[src/rtl/mcr_pkg.sv]
`timescale 1ns/1ps
package mcr_pkg;
  localparam int unsigned NUM_LINKS = 6;

  typedef enum logic [1:0] {
    PT_MC  = 2'b00,
    PT_P2P = 2'b01,
    PT_NN  = 2'b10,
    PT_FR  = 2'b11
  } pkt_kind_e;

  typedef struct packed {
    logic [7:0]  hdr;
    logic [31:0] key;
    logic [31:0] pay;
  } pkt_t;

  // odd parity over header, key and (if flagged) payload
  function automatic logic parity_ok(pkt_t p);
    logic [31:0] pm;
    pm = p.hdr[1] ? p.pay : 32'h0;
    return ^{p.hdr, p.key, pm};
  endfunction

  function automatic logic is_stale(logic [1:0] ts, logic [1:0] ph);
    logic [1:0] lim;
    lim = ph + 2'd2;
    return ts == lim;
  endfunction

  function automatic logic [NUM_LINKS-1:0] opposite(logic [2:0] s);
    logic [2:0] o;
    logic [NUM_LINKS-1:0] r;
    if (s < 3'd3) o = s + 3'd3;
    else          o = s - 3'd3;
    r    = '0;
    r[o] = 1'b1;
    return r;
  endfunction
endpackage

[src/rtl/mcr_table.sv]
`timescale 1ns/1ps
module mcr_table #(
  parameter int unsigned DEPTH = 32,
  parameter int unsigned DW    = 10,
  parameter int unsigned KW    = 32,
  localparam int unsigned IW   = $clog2(DEPTH)
) (
  input  logic             clk_i,
  input  logic             rst_ni,
  input  logic             wr_en_i,
  input  logic [IW-1:0]    wr_idx_i,
  input  logic             wr_valid_i,
  input  logic [KW-1:0]    wr_key_i,
  input  logic [KW-1:0]    wr_mask_i,
  input  logic [DW-1:0]    wr_dest_i,
  input  logic [KW-1:0]    lk_key_i,
  output logic [DEPTH-1:0] hit_o,
  input  logic [IW-1:0]    rd_idx_i,
  output logic [DW-1:0]    rd_dest_o
);
  logic [KW-1:0]    key_q  [DEPTH];
  logic [KW-1:0]    mask_q [DEPTH];
  logic [DW-1:0]    dest_q [DEPTH];
  logic [DEPTH-1:0] vld_q;

  always_ff @(posedge clk_i or negedge rst_ni) begin
    if (!rst_ni)      vld_q <= '0;
    else if (wr_en_i) vld_q[wr_idx_i] <= wr_valid_i;
  end

  always_ff @(posedge clk_i) begin
    if (wr_en_i) begin
      key_q[wr_idx_i]  <= wr_key_i;
      mask_q[wr_idx_i] <= wr_mask_i;
      dest_q[wr_idx_i] <= wr_dest_i;
    end
  end

  // one match line per entry
  for (genvar g = 0; g < DEPTH; g++) begin : g_match
    assign hit_o[g] = vld_q[g] & ~|((lk_key_i ^ key_q[g]) & mask_q[g]);
  end

  assign rd_dest_o = dest_q[rd_idx_i];


  write_lands_chk: assert property (@(posedge clk_i) disable iff (!rst_ni)
    wr_en_i |=> (vld_q[$past(wr_idx_i)] == $past(wr_valid_i)));
endmodule

[src/rtl/mcr_prio.sv]
`timescale 1ns/1ps
module mcr_prio #(
  parameter int unsigned N  = 32,
  localparam int unsigned IW = $clog2(N)
) (
  input  logic          clk_i,
  input  logic          rst_ni,
  input  logic [N-1:0]  req_i,
  output logic          any_o,
  output logic [IW-1:0] idx_o
);
  always_comb begin
    any_o = 1'b0;
    idx_o = '0;
    for (int i = N - 1; i >= 0; i--) begin
      if (req_i[i]) begin
        any_o = 1'b1;
        idx_o = IW'(i);
      end
    end
  end

  logic [N-1:0] below_m;
  assign below_m = (N'(1) << idx_o) - N'(1);


  lowest_hit_chk: assert property (@(posedge clk_i) disable iff (!rst_ni)
    any_o |-> (req_i[idx_o] && ((req_i & below_m) == '0)));
endmodule

[src/rtl/mcr_outq.sv]
`timescale 1ns/1ps
module mcr_outq import mcr_pkg::*; #(
  parameter int unsigned NO = 11
) (
  input  logic          clk_i,
  input  logic          rst_ni,
  input  logic          load_i,
  input  logic [NO-1:0] load_sel_i,
  input  pkt_t          pkt_i,
  input  logic [NO-1:0] ready_i,
  output logic [NO-1:0] valid_o,
  output pkt_t          pkt_o,
  output logic          busy_o
);
  logic [NO-1:0] pend_q;
  pkt_t          pkt_q;

  always_ff @(posedge clk_i or negedge rst_ni) begin
    if (!rst_ni) begin
      pend_q <= '0;
      pkt_q  <= '0;
    end else if (load_i) begin
      pend_q <= load_sel_i;
      pkt_q  <= pkt_i;
    end else begin
      pend_q <= pend_q & ~ready_i;
    end
  end

  assign valid_o = pend_q;
  assign pkt_o   = pkt_q;
  assign busy_o  = |pend_q;


  shrink_only_chk: assert property (@(posedge clk_i) disable iff (!rst_ni)
    busy_o |=> ((valid_o & ~$past(valid_o)) == '0));

  hold_data_chk: assert property (@(posedge clk_i) disable iff (!rst_ni)
    (busy_o && $past(busy_o)) |-> $stable(pkt_o));

  load_idle_chk: assert property (@(posedge clk_i) disable iff (!rst_ni)
    load_i |-> !busy_o);
endmodule

[src/rtl/mc_router.sv]
`timescale 1ns/1ps
module mc_router import mcr_pkg::*; #(
  parameter int unsigned DEPTH     = 32,
  parameter int unsigned NUM_CORES = 4,
  parameter int unsigned CNT_W     = 16,
  localparam int unsigned IDX_W    = $clog2(DEPTH),
  localparam int unsigned NDEST    = NUM_LINKS + NUM_CORES
) (
  input  logic             clk_i,
  input  logic             rst_ni,
  input  logic [1:0]       phase_i,
  input  logic             wr_en_i,
  input  logic [IDX_W-1:0] wr_idx_i,
  input  logic             wr_valid_i,
  input  logic [31:0]      wr_key_i,
  input  logic [31:0]      wr_mask_i,
  input  logic [NDEST-1:0] wr_dest_i,
  input  logic             in_valid_i,
  output logic             in_ready_o,
  input  logic [2:0]       in_src_i,
  input  logic [7:0]       in_hdr_i,
  input  logic [31:0]      in_key_i,
  input  logic [31:0]      in_pay_i,
  output logic [7:0]       out_hdr_o,
  output logic [31:0]      out_key_o,
  output logic [31:0]      out_pay_o,
  output logic [NDEST-1:0] dest_valid_o,
  input  logic [NDEST-1:0] dest_ready_i,
  output logic             byp_valid_o,
  input  logic             byp_ready_i,
  output logic             err_o,
  output logic [CNT_W-1:0] age_drops_o,
  output logic [CNT_W-1:0] par_drops_o
);
  localparam int unsigned NO = NDEST + 1;

  pkt_t             in_pkt, out_pkt;
  logic [DEPTH-1:0] hit_vec;
  logic             hit_any;
  logic [IDX_W-1:0] hit_idx;
  logic [NDEST-1:0] hit_dest;
  logic             busy, accept;
  logic [NO-1:0]    route_sel, out_vld, out_rdy;
  logic             drop_age, drop_par, local_miss, miss_fwd;
  logic [CNT_W-1:0] age_q, par_q;
  logic             err_q;

  assign in_pkt = '{hdr: in_hdr_i, key: in_key_i, pay: in_pay_i};

  mcr_table #(.DEPTH(DEPTH), .DW(NDEST), .KW(32)) u_table (
    .clk_i, .rst_ni,
    .wr_en_i, .wr_idx_i, .wr_valid_i, .wr_key_i, .wr_mask_i, .wr_dest_i,
    .lk_key_i (in_key_i),
    .hit_o    (hit_vec),
    .rd_idx_i (hit_idx),
    .rd_dest_o(hit_dest)
  );

  mcr_prio #(.N(DEPTH)) u_prio (
    .clk_i, .rst_ni,
    .req_i(hit_vec),
    .any_o(hit_any),
    .idx_o(hit_idx)
  );

  assign in_ready_o = ~busy;
  assign accept     = in_valid_i & ~busy;

  // decision order: age, kind, parity, lookup
  always_comb begin
    route_sel  = '0;
    drop_age   = 1'b0;
    drop_par   = 1'b0;
    local_miss = 1'b0;
    miss_fwd   = 1'b0;
    if (is_stale(in_hdr_i[5:4], phase_i)) begin
      drop_age = 1'b1;
    end else if (pkt_kind_e'(in_hdr_i[7:6]) != PT_MC) begin
      route_sel[NDEST] = 1'b1;
    end else if (!parity_ok(in_pkt)) begin
      drop_par = 1'b1;
    end else if (hit_any) begin
      route_sel[NDEST-1:0] = hit_dest;
    end else if (in_src_i >= 3'd6) begin
      local_miss = 1'b1;
    end else begin
      route_sel[NUM_LINKS-1:0] = opposite(in_src_i);
      miss_fwd = 1'b1;
    end
  end

  always_ff @(posedge clk_i or negedge rst_ni) begin
    if (!rst_ni) begin
      age_q <= '0;
      par_q <= '0;
      err_q <= 1'b0;
    end else begin
      if (accept && drop_age) age_q <= age_q + CNT_W'(1);
      if (accept && drop_par) par_q <= par_q + CNT_W'(1);
      err_q <= accept & local_miss;
    end
  end

  assign out_rdy = {byp_ready_i, dest_ready_i};

  mcr_outq #(.NO(NO)) u_outq (
    .clk_i, .rst_ni,
    .load_i    (accept),
    .load_sel_i(route_sel),
    .pkt_i     (in_pkt),
    .ready_i   (out_rdy),
    .valid_o   (out_vld),
    .pkt_o     (out_pkt),
    .busy_o    (busy)
  );

  assign dest_valid_o = out_vld[NDEST-1:0];
  assign byp_valid_o  = out_vld[NDEST];
  assign out_hdr_o    = out_pkt.hdr;
  assign out_key_o    = out_pkt.key;
  assign out_pay_o    = out_pkt.pay;
  assign err_o        = err_q;
  assign age_drops_o  = age_q;
  assign par_drops_o  = par_q;


  miss_one_link_chk: assert property (@(posedge clk_i) disable iff (!rst_ni)
    (accept && miss_fwd) |=> ($onehot(dest_valid_o) && !byp_valid_o));

  err_quiet_chk: assert property (@(posedge clk_i) disable iff (!rst_ni)
    err_o |-> (dest_valid_o == '0 && !byp_valid_o && in_ready_o));

  age_step_chk: assert property (@(posedge clk_i) disable iff (!rst_ni)
    (age_q == $past(age_q)) || (age_q == $past(age_q) + CNT_W'(1)));

  par_step_chk: assert property (@(posedge clk_i) disable iff (!rst_ni)
    (par_q == $past(par_q)) || (par_q == $past(par_q) + CNT_W'(1)));
endmodule

[config.mk]
export PLATFORM = sky130hd
export DESIGN_NAME = mc_router
export DESIGN_NICKNAME = d
export VERILOG_FILES = /design/src/rtl/mcr_pkg.sv /design/src/rtl/mcr_table.sv /design/src/rtl/mcr_prio.sv /design/src/rtl/mcr_outq.sv /design/src/rtl/mc_router.sv
export SDC_FILE = /design/constraint.sdc
export NUM_CORES = 2
export LEC_CHECK = 0
export BUFFER_PORTS_ARGS = -buffer_cell sky130_fd_sc_hd__buf_2
export CORE_ASPECT_RATIO = 1.2
export CORE_MARGIN = 5
export CORE_UTILIZATION = 56
export DETAILED_ROUTE_END_ITERATION = 12
export GPL_ROUTABILITY_DRIVEN = 0
export PLACE_DENSITY = 0.72
export SETUP_SLACK_MARGIN = 0.1
export SKIP_CTS_REPAIR_TIMING = 1
export SLEW_MARGIN = 10
export SYNTH_ARGS = -nofsm -noshare
export SYNTH_HDL_FRONTEND = slang
export SYNTH_HIERARCHICAL = 1
export SYNTH_SLANG_ARGS = --single-unit
[constraint.sdc]
create_clock -name clk_i -period 4.1 [get_ports clk_i]
set_input_delay 0.41 -clock clk_i [delete_from_list [all_inputs] [get_ports clk_i]]
set_output_delay 0.41 -clock clk_i [all_outputs]
set_load 0.01 [all_outputs]
; ---- After elaboration in Yosys (flattened, before gate mapping)
; Memories as Yosys holds them, arrays and structs flattened.
; Cells that the tools add are included.
; W data, S select, Z words.
[totals]
regBits = 148
mem_bits_rw = 2368
input_bits = 172
mem_count = 3
[classes]
addsub = 5
magnitude_cmp = 6
n_eq_ne = 1
n_mux = 95
n_bitwise = 101
reduce_logical = 71
[mem_list]
columns = name, words, width, read_ports, rd_ports_with_merged_regs, wr, line
row1 = u_table.key_q, 32, 32, 32, 0, 1, mcr_table.sv:21  ; logic [KW-1:0] key_q [DEPTH];
row2 = u_table.mask_q, 32, 32, 32, 0, 1, mcr_table.sv:22  ; logic [KW-1:0] mask_q [DEPTH];
row3 = u_table.dest_q, 32, 10, 1, 0, 1, mcr_table.sv:23  ; logic [DW-1:0] dest_q [DEPTH];
[op_table]
columns = operator, n
row1 = $and A32 B32 Y32, 32
row2 = $reduce_or A32 Y1, 32
row3 = $xor A32 B32 Y32, 32
row4 = $mux W5, 32
row5 = $reduce_xor A72 Y1, 1
row6 = $mux W1, 46
row7 = $and A1 B1 Y1, 34
row8 = $add A16 B1 Y16 const B, 2
row9 = $bwmux W32, 1
row10 = $logic_not A1 Y1, 32
row11 = $mux W32, 1
row12 = $mux W11, 2
row13 = $mux W10, 2
row14 = $mux W3, 6
row15 = $mux W6, 2
row16 = $and A11 B11 Y11, 1
row17 = $not A11 Y11, 1
row18 = $reduce_or A11 Y1, 1
row19 = $lt A5 B6 Y1 const B, 1
row20 = $demux W1 S5, 1
row21 = $ge A5 B1 Y1 const B, 1
row22 = $logic_and A1 B1 Y1, 4
row23 = $lt A3 B4 Y1 const B, 1
row24 = $mux W4, 1
row25 = 10 further kinds, 10

; ---- Depth between registers and ports, before layout
[depth]
word_depth = 51
ltp_mapped = 23
mapped_depth_nobuf = 19

; ---- By module
; The synthesis kept the hierarchy.
[by_module_without_submodules]
columns = module, n_inst, cells_each, area_per_inst_um2
row1 = mcr_table, 1, 4493, 89671.0
row2 = mcr_outq, 1, 202, 3339.5
row3 = mc_router, 1, 250, 2441.1
row4 = mcr_prio, 1, 65, 370.4

; ---- Least setup slack after synthesis
; Ideal clock, no wire load.
[synth_timing]
path_type = input port to flip-flop
start = input wr_idx_i[1]
end = register u_table.vld_q[24]
setup_ns = 0.080
t_arrival_ns = 4.772
path_slack_ns = -0.753
stages = 4
n_path_buf = 1
cell_sequence = or3b_2 -> clkbuf_1 -> nor2_1 -> mux2_2
[synth_via]
elab_chain_len = 5
elab_cells_between_ends = 6
classes_between = order compare: 2 / mux: 3 / reduce/logical: 1
[synth_rtl]
columns = element, line
row1 = "start, declared", mc_router.sv:13  ; input logic [IDX_W-1:0] wr_idx_i,
row2 = $lt A5 B6 Y1 (implied by the code) / $ge A5 B1 Y1 (equally long branches), mcr_table.sv:28  ; else if (wr_en_i) vld_q[wr_idx_i] <= wr_valid_i;
row3 = $logic_and A1 B1 Y1 (implied by the code), mcr_table.sv:28
row4 = $mux W1 (implied by the code), mcr_table.sv:28
row5 = $demux W1 S5 *, n/a
row6 = $bwmux W32 *, mcr_table.sv:28
row7 = "end signal, assigned by index", mcr_table.sv:28
row8 = "end, declared", mcr_table.sv:24  ; logic [DEPTH-1:0] vld_q;
; Mark *: on every way between the ends. The rest lies on a longest branch, timed or not.
; A chain may end at the register's enable or synchronous reset.

==> qor.csv <==
stage,metric,value,unit
die,cell row count,166,
placed_design,HPWL Detailed,182000,µm
placed_design,dpl cell area,106000,µm²
drt,DR vias,53741,
drt,ANT nets after route,0,
flow_run,max-cap viol count,0,
logic_synthesis,Synth Warn #,6,
logic_synthesis,"flops & latches, synth",2516,
clock_tree,worst skew pair latency,870,ps
run_status,status,"complete, but fails checks",
critical_path,Setup Crit Path Kind,flip-flop to flip-flop,
timing,fmax,202,MHz
drt,routed len/inst,33.7,µm
global_routing,initial antenna violation count,31,
hold_path,min-delay worst type,input port to flip-flop,
timing,Setup Viol. Count Final,10,
pwr,maximum vdd drop,0.483,mV
clock_tree,# clock sinks,2516,
critical_path,WP data arrival,5700,ps
critical_path,CP peak stage delay,510,ps
logic_synthesis,Syn Area/Cell,19.1,µm²
logic_synthesis,ys async rst share,5.88,%
logic_synthesis,Post-Synth XOR/XNOR Area,10.3,%
critical_path,CP max FO,8,
drt,via/cell ratio,6.27,
logic_synthesis,cell taking the most area after synthesis,edfxtp_1,
logic_synthesis,Post-Synth Simple-Gate Area,2.10,%
clock_tree,CTS H-Tree Depth,4,
pwr,pwr/cell area,473,nW/µm²
timing,slew margin rel.,10.9,%
clock_tree,Clock Path Buffers,3,
logic_synthesis,cell with the most instances after synthesis,edfxtp_1,
die,Core Footprint,170000,µm²
drt,first-iteration detailed-routing DRC count,7554,
logic_synthesis,most common flop cell mapped by yosys,edfxtp_1,
die,effective utilization at floorplan,56.3,%
timing,crit share post-route,121,%
pwr,total power,54.2,mW
global_routing,number of global-route vias before repair,52228,
logic_synthesis,post-synthesis cell count,5010,
final_layout,fin util,67.3,%
global_routing,Total Routing Usage GR,31.3,%
placed_design,Inst Count DP,8033,
timing,total negative setup slack,-7190,ps
timing,hold violation count in the final report,1,
critical_path,CP top delay family,compound AO/OA/AOI/OAI gates,
critical_path,Worst Setup SP,u_table/key_q[31][30],
final_layout,layout cells sized above 1,25.6,%
die,I/O pin count,289,
final_layout,Filler Cells Inserted,10800,
die,width of the die,388,µm
critical_path,CP bufs+invs,6,
timing,Final Max Tran Viols,0,
global_routing,first-pass GRT wire length,395000,µm
timing,final worst path period need,4940,ps
logic_synthesis,most frequent cells after synthesis,"2,368 x edfxtp_1, 1,044 x xor2_1, 213 x a22oi_1, 148 x dfrtp_1, 119 x a221oi_1",
clock_tree,"Reg clk slew, reported paths",60,ps
clock_tree,root buf cell,clkbuf_16,
logic_synthesis,Yosys top cell area share,74.2,%
logic_synthesis,area share of fa/ha/maj cells after synthesis,0.0783,%
placed_design,PortBufs,288,
timing,worst hold-check slack,-13.3,ps
final_layout,"Design Area, Final",115000,µm²
clock_tree,number of CTS-inserted buffers,226,
logic_synthesis,Synth Area in Compound Gates,4.70,%
final_layout,area delta synth->final,19.6,%
timing,worst-margin pin slew,1340,ps
logic_synthesis,mux contribution to synthesized area,3.77,%
critical_path,CP Cell Sequence,xor2_2 > a221oi_2 > nand4_1 > nor4_2 > buf_4 > nor2_4 > nor3_2 > o311ai_1 > a31o_2 > a31oi_4 > buf_12 > buf_12 > buf_12 > clkbuf_16 > buf_12 > mux4_2 > mux2i_1 > nor2_1 > a211oi_2 > a21oi_1 > and3b_1 > nand2_1 > o21ai_1,
drt,DRT Wirelength,289000,µm
die,Die Y,463,µm
timing,Final WS setup,-844,ps
run_status,failing checks,"negative hold slack, negative setup slack",
logic_synthesis,top post-synthesis cells by area,"edfxtp_1 74%, xor2_1 9.5%, dfrtp_1 3.9%, mux4_2 1.9%, a22oi_1 1.7%",
critical_path,critical path's slowest cell,edfxtp_1,
global_routing,grt total ovfl,0,
drt,first drt pass iteration count,8,
die,die area,180000,µm²
critical_path,R2R Path Start,u_table/key_q[31][30],
critical_path,crit path capture type,flip-flop,
global_routing,largest net degree at the start of global routing,95,
logic_synthesis,Post-synth EDFFs,2368,
drt,number of remaining DRC errors,0,
logic_synthesis,largest family of logic cells by synthesized area,XOR/XNOR gates,
logic_synthesis,"Seq/Total Area, Yosys",78.1,%
critical_path,kind of start point of the critical path,flip-flop,
timing,RSZ-0062 raised after global routing,yes,
logic_synthesis,synth unique cells,58,
critical_path,Most Frequent Cell on Critical Path,buf_12,
final_layout,Post-Layout Cell Count,8572,
logic_synthesis,post-synthesis instance area,95800,µm²
timing,clk_skew,45.4,ps
clock_tree,CTS tree,done,
critical_path,CP required,4860,ps
hold_path,critical hold path startpoint,phase_i[0],
pwr,Pleak,40.1,nW
logic_synthesis,Mapped Nets,5188,
final_layout,Final #Nets,6277,
==> worst min-delay path, cell delays in order <==
cell     delay [ps]
buf_2            80
xnor2_1         130
a21oi_1          70
nand2_1          60
o21ai_1          60
==> layout make-up <==
class	instances	area (µm²)	area share, %
Antenna cell	11	27.5	0.0240
Clock buffer	301	6130	5.35
Clock inverter	121	1040	0.911
Inverter	14	55.1	0.0480
Multi-Input combinational cell	2306	20800	18.1
Sequential cell	2516	74800	65.3
Tap cell	2268	2840	2.48
Timing Repair Buffer	1035	8920	7.78
==> registers in the layout (all words and copies together), names as in the netlist <==
register	flops
u_outq/valid_o	11
par_drops_o	16
u_outq/pkt_o	72
err_o	1
u_table/dest_q	320
age_drops_o	16
u_table/vld_q	32
u_table/key_q	1024
u_table/mask_q	1024
==> worst paths after layout <==
check | endpoint | slack (ps) | cells past startpoint
setup / recovery | u_outq/valid_o[9] | -840 | 23
hold / removal | u_outq/valid_o[10] | -10 | 5
setup reg to reg | u_outq/valid_o[9] | -840 | 23
hold reg to reg | age_drops_o[15] | 470 | 1
max in group asynchronous | u_outq/valid_o[6] | 3010 | 3
min in group asynchronous | u_outq/pkt_o[31] | 170 | 2
==> cells in the final DEF, fill, tap and decap left out, drive strengths merged, types with 15 or more instances in the layout <==
master	Yosys	routed
edfxtp	2368	2368
nand2	76	76
clkinv	0	91
nor4	31	31
nor3	23	23
a222oi	32	32
a221oi	119	119
clkbuf	41	307
a21oi	22	22
mux2	127	127
bufinv	0	15
dlygate4sd3	0	58
o21ai	32	32
inv	14	20
xor2	1044	1044
mux4	80	80
nand4	79	79
buf	133	971
dfrtp	148	148
a22oi	213	213
a22o	118	118
mux2i	20	20
nand3	50	50
xnor2	80	80
nor2	74	74
==> cells by family (layout without fill, tap and decap cells) <==
| family | count (synthesis) | count (layout) |
|---|---|---|
| adders and majority gates | 6 | 6 |
| xor gates and xnor gates | 1125 | 1125 |
| and+or+nand+nor | 383 | 383 |
| AOI/OAI and AO/OA | 565 | 565 |
| DFF | 2516 | 2516 |
| other | 0 | 11 |
| buffers and inverters | 188 | 1471 |
| muxes | 227 | 227 |
==> power breakdown <==
group	switching, mW	internal, mW	total (mW)
Combinational	2.79	1.70	4.49
Sequential	0.329	28.7	29.1
Clock	9.17	11.4	20.6
==> metrics by stage <==
stage	hold WS [ps]	setup slack (ps)
after floorplan	114	-753
after global placement	461	-1400
after detailed placement	458	-1530
after CTS	-426	-1040
after global routing	2.51	-899
final	-13.3	-844
==> layer usage <==
layer	up-vias	wire (µm)	track usage, %
li1	21723	-	-
met4	4	18300	15.6
met5	-	29	0
met2	3738	138000	50.8
met3	675	32100	5.74
met1	27601	101000	41.2
Power figures use the tool's default switching activity.
